## src/rtl/sadma_pkg.sv

```systemverilog
// Shared encodings for the single-address DMA channel.
package sadma_pkg;
    typedef enum logic [1:0] {
        SZ_BYTE = 2'd0,
        SZ_HALF = 2'd1,
        SZ_WORD = 2'd2,
        SZ_RSVD = 2'd3
    } unit_e;

    typedef enum logic [1:0] {
        MODE_SINGLE = 2'd0,
        MODE_SUCC   = 2'd1,
        MODE_BLOCK  = 2'd2,
        MODE_RSVD   = 2'd3
    } xmode_e;

    typedef enum logic [1:0] {
        STEP_HOLD = 2'd0,
        STEP_INC  = 2'd1,
        STEP_DEC  = 2'd2,
        STEP_RSVD = 2'd3
    } step_e;
endpackage

```

## src/rtl/sadma_trig.sv

```systemverilog
// Trigger front end. Combines the software and hardware triggers and holds
// a one-deep pending flag for triggers seen during a burst.
// Assumes: the start output is consumed in the same cycle it is raised.
module sadma_trig (
    input  logic clk,
    input  logic rst_n,
    input  logic clr,
    input  logic arm_any,
    input  logic en,
    input  logic active,
    input  logic sw_trig,
    input  logic hw_req,
    output logic start,
    output logic pend
);
    logic trig;

    // Any trigger source this cycle.
    assign trig  = sw_trig | hw_req;
    // Start a burst from an enabled idle cycle.
    assign start = en & ~active & ~arm_any & (trig | pend);

    // Pending flag: set by a trigger during a burst, cleared on start or arm.
    always_ff @(posedge clk) begin
        if (!rst_n || clr || start) begin
            pend <= 1'b0;
        end else if (en && active && trig) begin
            pend <= 1'b1;
        end
    end

    assert_pend_consumed_R10: assert property (@(posedge clk) disable iff (!rst_n)
        start |=> !pend);
endmodule

```

## src/rtl/sadma_count.sv

```systemverilog
// Unit counters. Tracks units left overall and units left in the current
// burst, and sizes each burst from the trigger mode.
// Assumes: CW >= BW; start only arrives while remaining is nonzero.
module sadma_count
    import sadma_pkg::*;
#(
    parameter int CW = 16,
    parameter int BW = 8
) (
    input  logic          clk,
    input  logic          rst_n,
    input  logic          load,
    input  logic [CW-1:0] load_cnt,
    input  logic          start,
    input  xmode_e        mode,
    input  logic [BW-1:0] blk,
    input  logic          advance,
    output logic          last_unit,
    output logic          final_unit
);
    localparam int PAD = CW - BW;

    logic [CW-1:0] rem;
    logic [CW-1:0] left;
    logic [CW-1:0] blk_w;
    logic [CW-1:0] burst_len;

    assign blk_w = {{PAD{1'b0}}, blk};

    // Burst length chosen by the trigger mode.
    always_comb begin
        case (mode)
            MODE_SUCC:  burst_len = rem;
            MODE_BLOCK: burst_len = (blk_w < rem) ? blk_w : rem;
            default:    burst_len = {{(CW-1){1'b0}}, 1'b1};
        endcase
    end

    // Load, size and count down the two counters.
    always_ff @(posedge clk) begin
        if (!rst_n) begin
            rem  <= '0;
            left <= '0;
        end else if (load) begin
            rem  <= load_cnt;
            left <= '0;
        end else if (start) begin
            left <= burst_len;
        end else if (advance) begin
            rem  <= rem - 1'b1;
            left <= left - 1'b1;
        end
    end

    assign last_unit  = (left == {{(CW-1){1'b0}}, 1'b1});
    assign final_unit = (rem  == {{(CW-1){1'b0}}, 1'b1});

    assert_burst_bounded_R5: assert property (@(posedge clk) disable iff (!rst_n)
        start |=> (left != '0) && (left <= $past(rem)));
endmodule

```

## src/rtl/sadma_addr.sv

```systemverilog
// Address generator. Holds the current and start addresses, steps by the
// unit size after each unit and restores the start address on request.
// Assumes: restore is only raised together with advance.
module sadma_addr
    import sadma_pkg::*;
#(
    parameter int AW = 32
) (
    input  logic          clk,
    input  logic          rst_n,
    input  logic          load,
    input  logic [AW-1:0] load_addr,
    input  logic          advance,
    input  logic          restore,
    input  unit_e         size,
    input  step_e         step,
    output logic [AW-1:0] addr
);
    logic [AW-1:0] init;
    logic [AW-1:0] bytes;
    logic [AW-1:0] next;

    // Byte step for the unit size.
    always_comb begin
        case (size)
            SZ_BYTE: bytes = AW'(1);
            SZ_HALF: bytes = AW'(2);
            default: bytes = AW'(4);
        endcase
    end

    // Next address for the step direction.
    always_comb begin
        case (step)
            STEP_INC: next = addr + bytes;
            STEP_DEC: next = addr - bytes;
            default:  next = addr;
        endcase
    end

    // Address and start address registers.
    always_ff @(posedge clk) begin
        if (!rst_n) begin
            addr <= '0;
            init <= '0;
        end else if (load) begin
            addr <= load_addr;
            init <= load_addr;
        end else if (advance) begin
            addr <= restore ? init : next;
        end
    end

    assert_hold_addr_R6: assert property (@(posedge clk) disable iff (!rst_n)
        advance && !restore && (step == STEP_HOLD || step == STEP_RSVD) |=> $stable(addr));
    assert_restore_start_R7: assert property (@(posedge clk) disable iff (!rst_n)
        advance && restore && !load |=> addr == init);
endmodule

```

## src/rtl/sadma_channel.sv

```systemverilog
// Single-address DMA channel top. Captures settings on arm, runs bursts on
// triggers, and drives the memory strobes with the peripheral acknowledge.
// Assumes: arm is not raised during a burst (it is ignored then).
module sadma_channel
    import sadma_pkg::*;
#(
    parameter int AW = 32,
    parameter int CW = 16,
    parameter int BW = 8
) (
    input  logic          clk,
    input  logic          rst_n,
    input  logic          arm,
    input  logic          sw_trig,
    input  logic          hw_req,
    input  logic          cfg_dir,
    input  logic [1:0]    cfg_size,
    input  logic [1:0]    cfg_mode,
    input  logic [1:0]    cfg_step,
    input  logic          cfg_reload,
    input  logic [AW-1:0] cfg_addr,
    input  logic [CW-1:0] cfg_count,
    input  logic [BW-1:0] cfg_blk,
    output logic [AW-1:0] bus_addr,
    output logic          bus_rd_n,
    output logic          bus_wr_n,
    output logic          ack_n,
    output logic          end_n,
    output logic          irq
);
    logic          en, active, irq_q;
    logic          dir_q, reload_q;
    unit_e         size_q;
    xmode_e        mode_q;
    step_e         step_q;
    logic [BW-1:0] blk_q;
    logic          arm_ok, start, pend, last_unit, final_unit, restore;

    assign arm_ok  = arm & ~active;
    assign restore = active & last_unit & reload_q & (mode_q != MODE_SINGLE);

    // Channel state and captured settings.
    always_ff @(posedge clk) begin
        if (!rst_n) begin
            en       <= 1'b0;
            active   <= 1'b0;
            irq_q    <= 1'b0;
            dir_q    <= 1'b0;
            reload_q <= 1'b0;
            size_q   <= SZ_BYTE;
            mode_q   <= MODE_SINGLE;
            step_q   <= STEP_HOLD;
            blk_q    <= '0;
        end else if (arm_ok) begin
            en       <= (cfg_count != '0);
            irq_q    <= 1'b0;
            dir_q    <= cfg_dir;
            reload_q <= cfg_reload;
            size_q   <= unit_e'(cfg_size);
            mode_q   <= xmode_e'(cfg_mode);
            step_q   <= step_e'(cfg_step);
            blk_q    <= cfg_blk;
        end else if (start) begin
            active <= 1'b1;
        end else if (active && last_unit) begin
            active <= 1'b0;
            if (final_unit) begin
                en    <= 1'b0;
                irq_q <= 1'b1;
            end
        end
    end

    sadma_trig u_trig (
        .clk(clk), .rst_n(rst_n), .clr(arm_ok), .arm_any(arm), .en(en),
        .active(active), .sw_trig(sw_trig), .hw_req(hw_req),
        .start(start), .pend(pend)
    );

    sadma_count #(.CW(CW), .BW(BW)) u_count (
        .clk(clk), .rst_n(rst_n), .load(arm_ok), .load_cnt(cfg_count),
        .start(start), .mode(mode_q), .blk(blk_q), .advance(active),
        .last_unit(last_unit), .final_unit(final_unit)
    );

    sadma_addr #(.AW(AW)) u_addr (
        .clk(clk), .rst_n(rst_n), .load(arm_ok), .load_addr(cfg_addr),
        .advance(active), .restore(restore), .size(size_q), .step(step_q),
        .addr(bus_addr)
    );

    // Bus-side outputs decoded from the burst state.
    assign ack_n    = ~active;
    assign bus_rd_n = ~(active & dir_q);
    assign bus_wr_n = ~(active & ~dir_q);
    assign end_n    = ~(active & last_unit);
    assign irq      = irq_q;

    assert_one_strobe_R8: assert property (@(posedge clk) disable iff (!rst_n)
        !ack_n |-> (bus_rd_n != bus_wr_n));
    assert_end_in_xfer_R9: assert property (@(posedge clk) disable iff (!rst_n)
        !end_n |-> !ack_n);
    assert_idle_after_end_R9: assert property (@(posedge clk) disable iff (!rst_n)
        !end_n |=> ack_n);
    assert_back_to_back_R4: assert property (@(posedge clk) disable iff (!rst_n)
        !ack_n && end_n |=> !ack_n);
    assert_irq_disables_R11: assert property (@(posedge clk) disable iff (!rst_n)
        $rose(irq) |-> !en && ack_n);
endmodule

```

## config.mk

```make
export PLATFORM = sky130hd
export DESIGN_NAME = sadma_channel
export DESIGN_NICKNAME = d
export VERILOG_FILES = /design/src/rtl/sadma_pkg.sv /design/src/rtl/sadma_trig.sv /design/src/rtl/sadma_count.sv /design/src/rtl/sadma_addr.sv /design/src/rtl/sadma_channel.sv
export SDC_FILE = /design/constraint.sdc
export NUM_CORES = 1
export LEC_CHECK = 0
export ABC_CLOCK_PERIOD_IN_PS = 5100
export BUFFER_PORTS_ARGS = -buffer_cell sky130_fd_sc_hd__buf_2
export CAP_MARGIN = 20
export CORE_ASPECT_RATIO = 1.5
export CORE_MARGIN = 2
export CORE_UTILIZATION = 46
export CTS_CLUSTER_DIAMETER = 200
export DETAILED_ROUTE_END_ITERATION = 8
export PLACE_DENSITY_LB_ADDON = 0.12
export SETUP_SLACK_MARGIN = 0.4
export SLEW_MARGIN = 30
export SYNTH_ARGS = -nofsm -noshare
export SYNTH_HDL_FRONTEND = slang
export SYNTH_SLANG_ARGS = --single-unit
```

## constraint.sdc

```tcl
create_clock -name clk -period 5.1 [get_ports clk]
set_input_delay 0.51 -clock clk [delete_from_list [all_inputs] [get_ports clk]]
set_output_delay 0.51 -clock clk [all_outputs]
set_load 0.01 [all_outputs]
```

==> impl_metrics.yaml <==
clock_network:
  holdBufCountCts: 0
  cts_tree: "yes"
  htree_levels: 4
  cts_buffers: 17
  clock_latency_ns: 0.43
  cts_setup_buffers: 0
  cts.sink_count: 116
  cts.path.max_buffers: 2
  ctsResizeCount: 0
  clk_pin_slew_ns: 0.06
  cts_root_buf: "clkbuf_16"
min_path:
  worstHoldPathCells: 3
  hp-class: "in2reg"
  min-delay-start: "cfg_addr[18]"
  hold_path_end: "u_addr.init[18]"
timing:
  setup_viol: 0
  skew_ns: 0.01204
  slew_headroom_pct: 38.20
  fmax_ghz: 0.2614
  finalHoldViolCount: 0
  tns_ns: 0
  fin_crit_ns: 3.826
  slew_violations: 0
  worstMarginPinSlew_ns: 0.9270
  rsz0062_at_grt: "no"
  hold_slack_ns: 0.3285
  layout_worst_path_cycle_share_pct: 75.01
setup_path:
  cp.required_ns: 5.42
  r2r_slack_ns: 1.27
  critPathKind: "reg2reg"
  startpoint_type: "register"
  reg2reg_to: "u_addr.addr[24]"
  worst_ep_arrival_time_ns: 4.14
  r2r_cells: 13
  r2r_start: "step_q[0]"
  crit_path_max_fanout: 12
  worst_setup_path_end_kind: "register"
place:
  io_buffers: 105
  hpwl_mm: 15.85
  finalWeightedCongestion: 0.9217
final_layout:
  layout-drive-gt1-share_pct: 15.62
  nets: 1142
  seqCellArea_um2: 2322
  syn_to_final_growth_pct: 17.18
  n_antenna_cell: 0
  fillers: 1554
  multi_input_area_um2: 4599
flow_run:
  maxCapViolCount: 0
logic_synthesis:
  synth.area.top_cells: "dfxtp_1 32%, nand2_1 9.4%, ha_1 8.1%"
  synth_common_cells: "181 x nand2_1, 116 x dfxtp_1, 110 x a21oi_1"
  yosys.area.top_type: "dfxtp_1"
  synth_warnings: 0
  yosysMostFrequentCell: "nand2_1"
  async_reset_ff_share_pct: 0
  syn_area_um2: 7233
  ys_types: 75
  synth_top_area_share_pct: 32.11
  synthesis.nets: 1058
  avgSynthCellArea_um2: 7.687
  synth_ff_type: "dfxtp_1"
  synth_cells: 941
  synth_edf_count: 0
  seq_area_frac_synth_pct: 32.11
  synth-seq-cells: 116
floorplan:
  die_h_um: 157.6
  core-area_um2: 15480
  rows: 56
  io_pins: 106
  start_util_pct: 46.71
  fp.dieArea_um2: 16760
  die_x_um: 106.4
power:
  power_density_nw_per_um2: 315.7
  vdd_drop_max_uv: 219.6
  leakage_uw: 0.003643
routing:
  vias_per_cell: 5.864
  num_vias: 7271
  antenna_left: 0
  dr.pass1.iters: 5
  wl_per_cell_um: 17.73
  route.detailed.drc: 0
  drt_iter0_markers: 389
  routed_wl_mm: 21.98
outcome:
  status: "finished, final reports clean"
global_route:
  antenna_found_initial: 0
  grt_overflow: 0
  grt_pass1_vias: 7232
  grt_usage_pct: 26.97
  grt_pass1_wl_mm: 35.62
  grt_max_degree: 87
## logic make-up after synthesis
| family | synth area share (%) |
|---|---|
| DFF | 32.11 |
| and+or+nand+nor | 21.33 |
| xor gates and xnor gates | 4.238 |
| muxes | 0.6919 |
| adders and majority gates | 8.407 |
| AOI/OAI and AO/OA | 28.72 |
| buffers and inverters | 4.515 |
## where the power goes
group / switching, uW / internal (uW) / total (uW)
Combinational: 312 / 214 / 526
Sequential: 55.8 / 966 / 1020
Clock: 430 / 698 / 1130
## per-layer routing
| metal | track usage (%) | vias to the layer above | wire length, um |
|---|---|---|---|
| li1 | - | 3600 | - |
| met1 | 28.95 | 3450 | 8575 |
| met2 | 50.76 | 174 | 11820 |
| met3 | 4.240 | 47 | 775 |
| met4 | 13.28 | 0 | 809 |
| met5 | 0 | - | 0 |
## per-stage QoR
stage / util [%] / cells / instance area, um^2 / total power (uW) / setup WS (ns)
4_1_cts: 54.74 / 1240 / 8476 / 2685 / 1.298
3_5_place_dp: 51.16 / 1209 / 7923 / 1561 / 1.316
2_1_floorplan: - / 941 / 7233 / 1391 / 1.429
5_1_grt: 54.74 / 1240 / 8476 / 2797 / 1.061
6_report: 54.74 / 1240 / 8476 / 2675 / 1.275
3_3_place_gp: 50.97 / 1208 / 7893 / 1555 / 1.365
## registers in the layout, summed over array words and instances (netlist names)
name	cells
u_addr.addr	32
u_addr.init	32
u_count.left	16
u_count.rem	16
blk_q	8
mode_q	2
size_q	2
step_q	2
active	1
dir_q	1
en	1
irq	1
reload_q	1
u_trig.pend	1
## final cells by class
type / count / area share [%]
multi-input combinational: 744 / 54.27
timing repair buffer: 117 / 7.499
sequential: 116 / 27.40
tap: 203 / 2.997
clock inverter: 10 / 0.9743
clock buffer: 21 / 5.551
inverter: 29 / 1.314
## worst max path at each step
stage	cells after the start	end	slack, ns	start
finish	13	u_addr.addr[24]	1.27	step_q[0]
global route	13	u_addr.addr[24]	1.06	step_q[0]
CTS	13	u_addr.addr[24]	1.30	step_q[0]
detailed placement	13	u_addr.addr[24]	1.32	step_q[0]
global placement	13	u_addr.addr[24]	1.37	step_q[0]
floorplan	13	u_addr.addr[24]	1.43	step_q[0]
## placed cells by master, fill, tap and decap left out, types with 3 or more instances in the layout
cell / instances
clkbuf_16: 17
xor2_1: 14
o21a_1: 3
o21ai_0: 36
or3_1: 6
xnor2_1: 21
nor4_1: 7
nand2_1: 180
a21o_1: 28
o211ai_1: 29
nand4_1: 6
and3_1: 14
nor2b_1: 7
mux2i_1: 5
nor3_1: 29
nand3_1: 12
clkinvlp_4: 3
nor2_1: 53
o22ai_1: 3
a22o_1: 3
and2_1: 6
buf_4: 11
nand2b_1: 5
a211oi_1: 20
a31oi_1: 16
clkinv_2: 6
dfxtp_1: 116
buf_2: 105
o31ai_1: 7
ha_1: 47
a21boi_0: 4
clkbuf_8: 3
inv_1: 28
a41oi_1: 5
a221oi_1: 6
a2111oi_0: 3
a311oi_1: 10
a21oi_1: 110
## critical path: stages, from the launching register on
cell and delay, ns:
dfxtp_1 0.31, inv_1 0.07, ha_1 0.45, a21boi_0 0.24, ha_1 0.30, a21o_1 0.19
a221o_1 0.35, a31oi_1 0.34, a31oi_1 0.29, a41o_1 0.35, a221oi_2 0.32, xor2_1 0.18
o211ai_1 0.09, a32o_1 0.25
(Power assumes the default switching activity.)
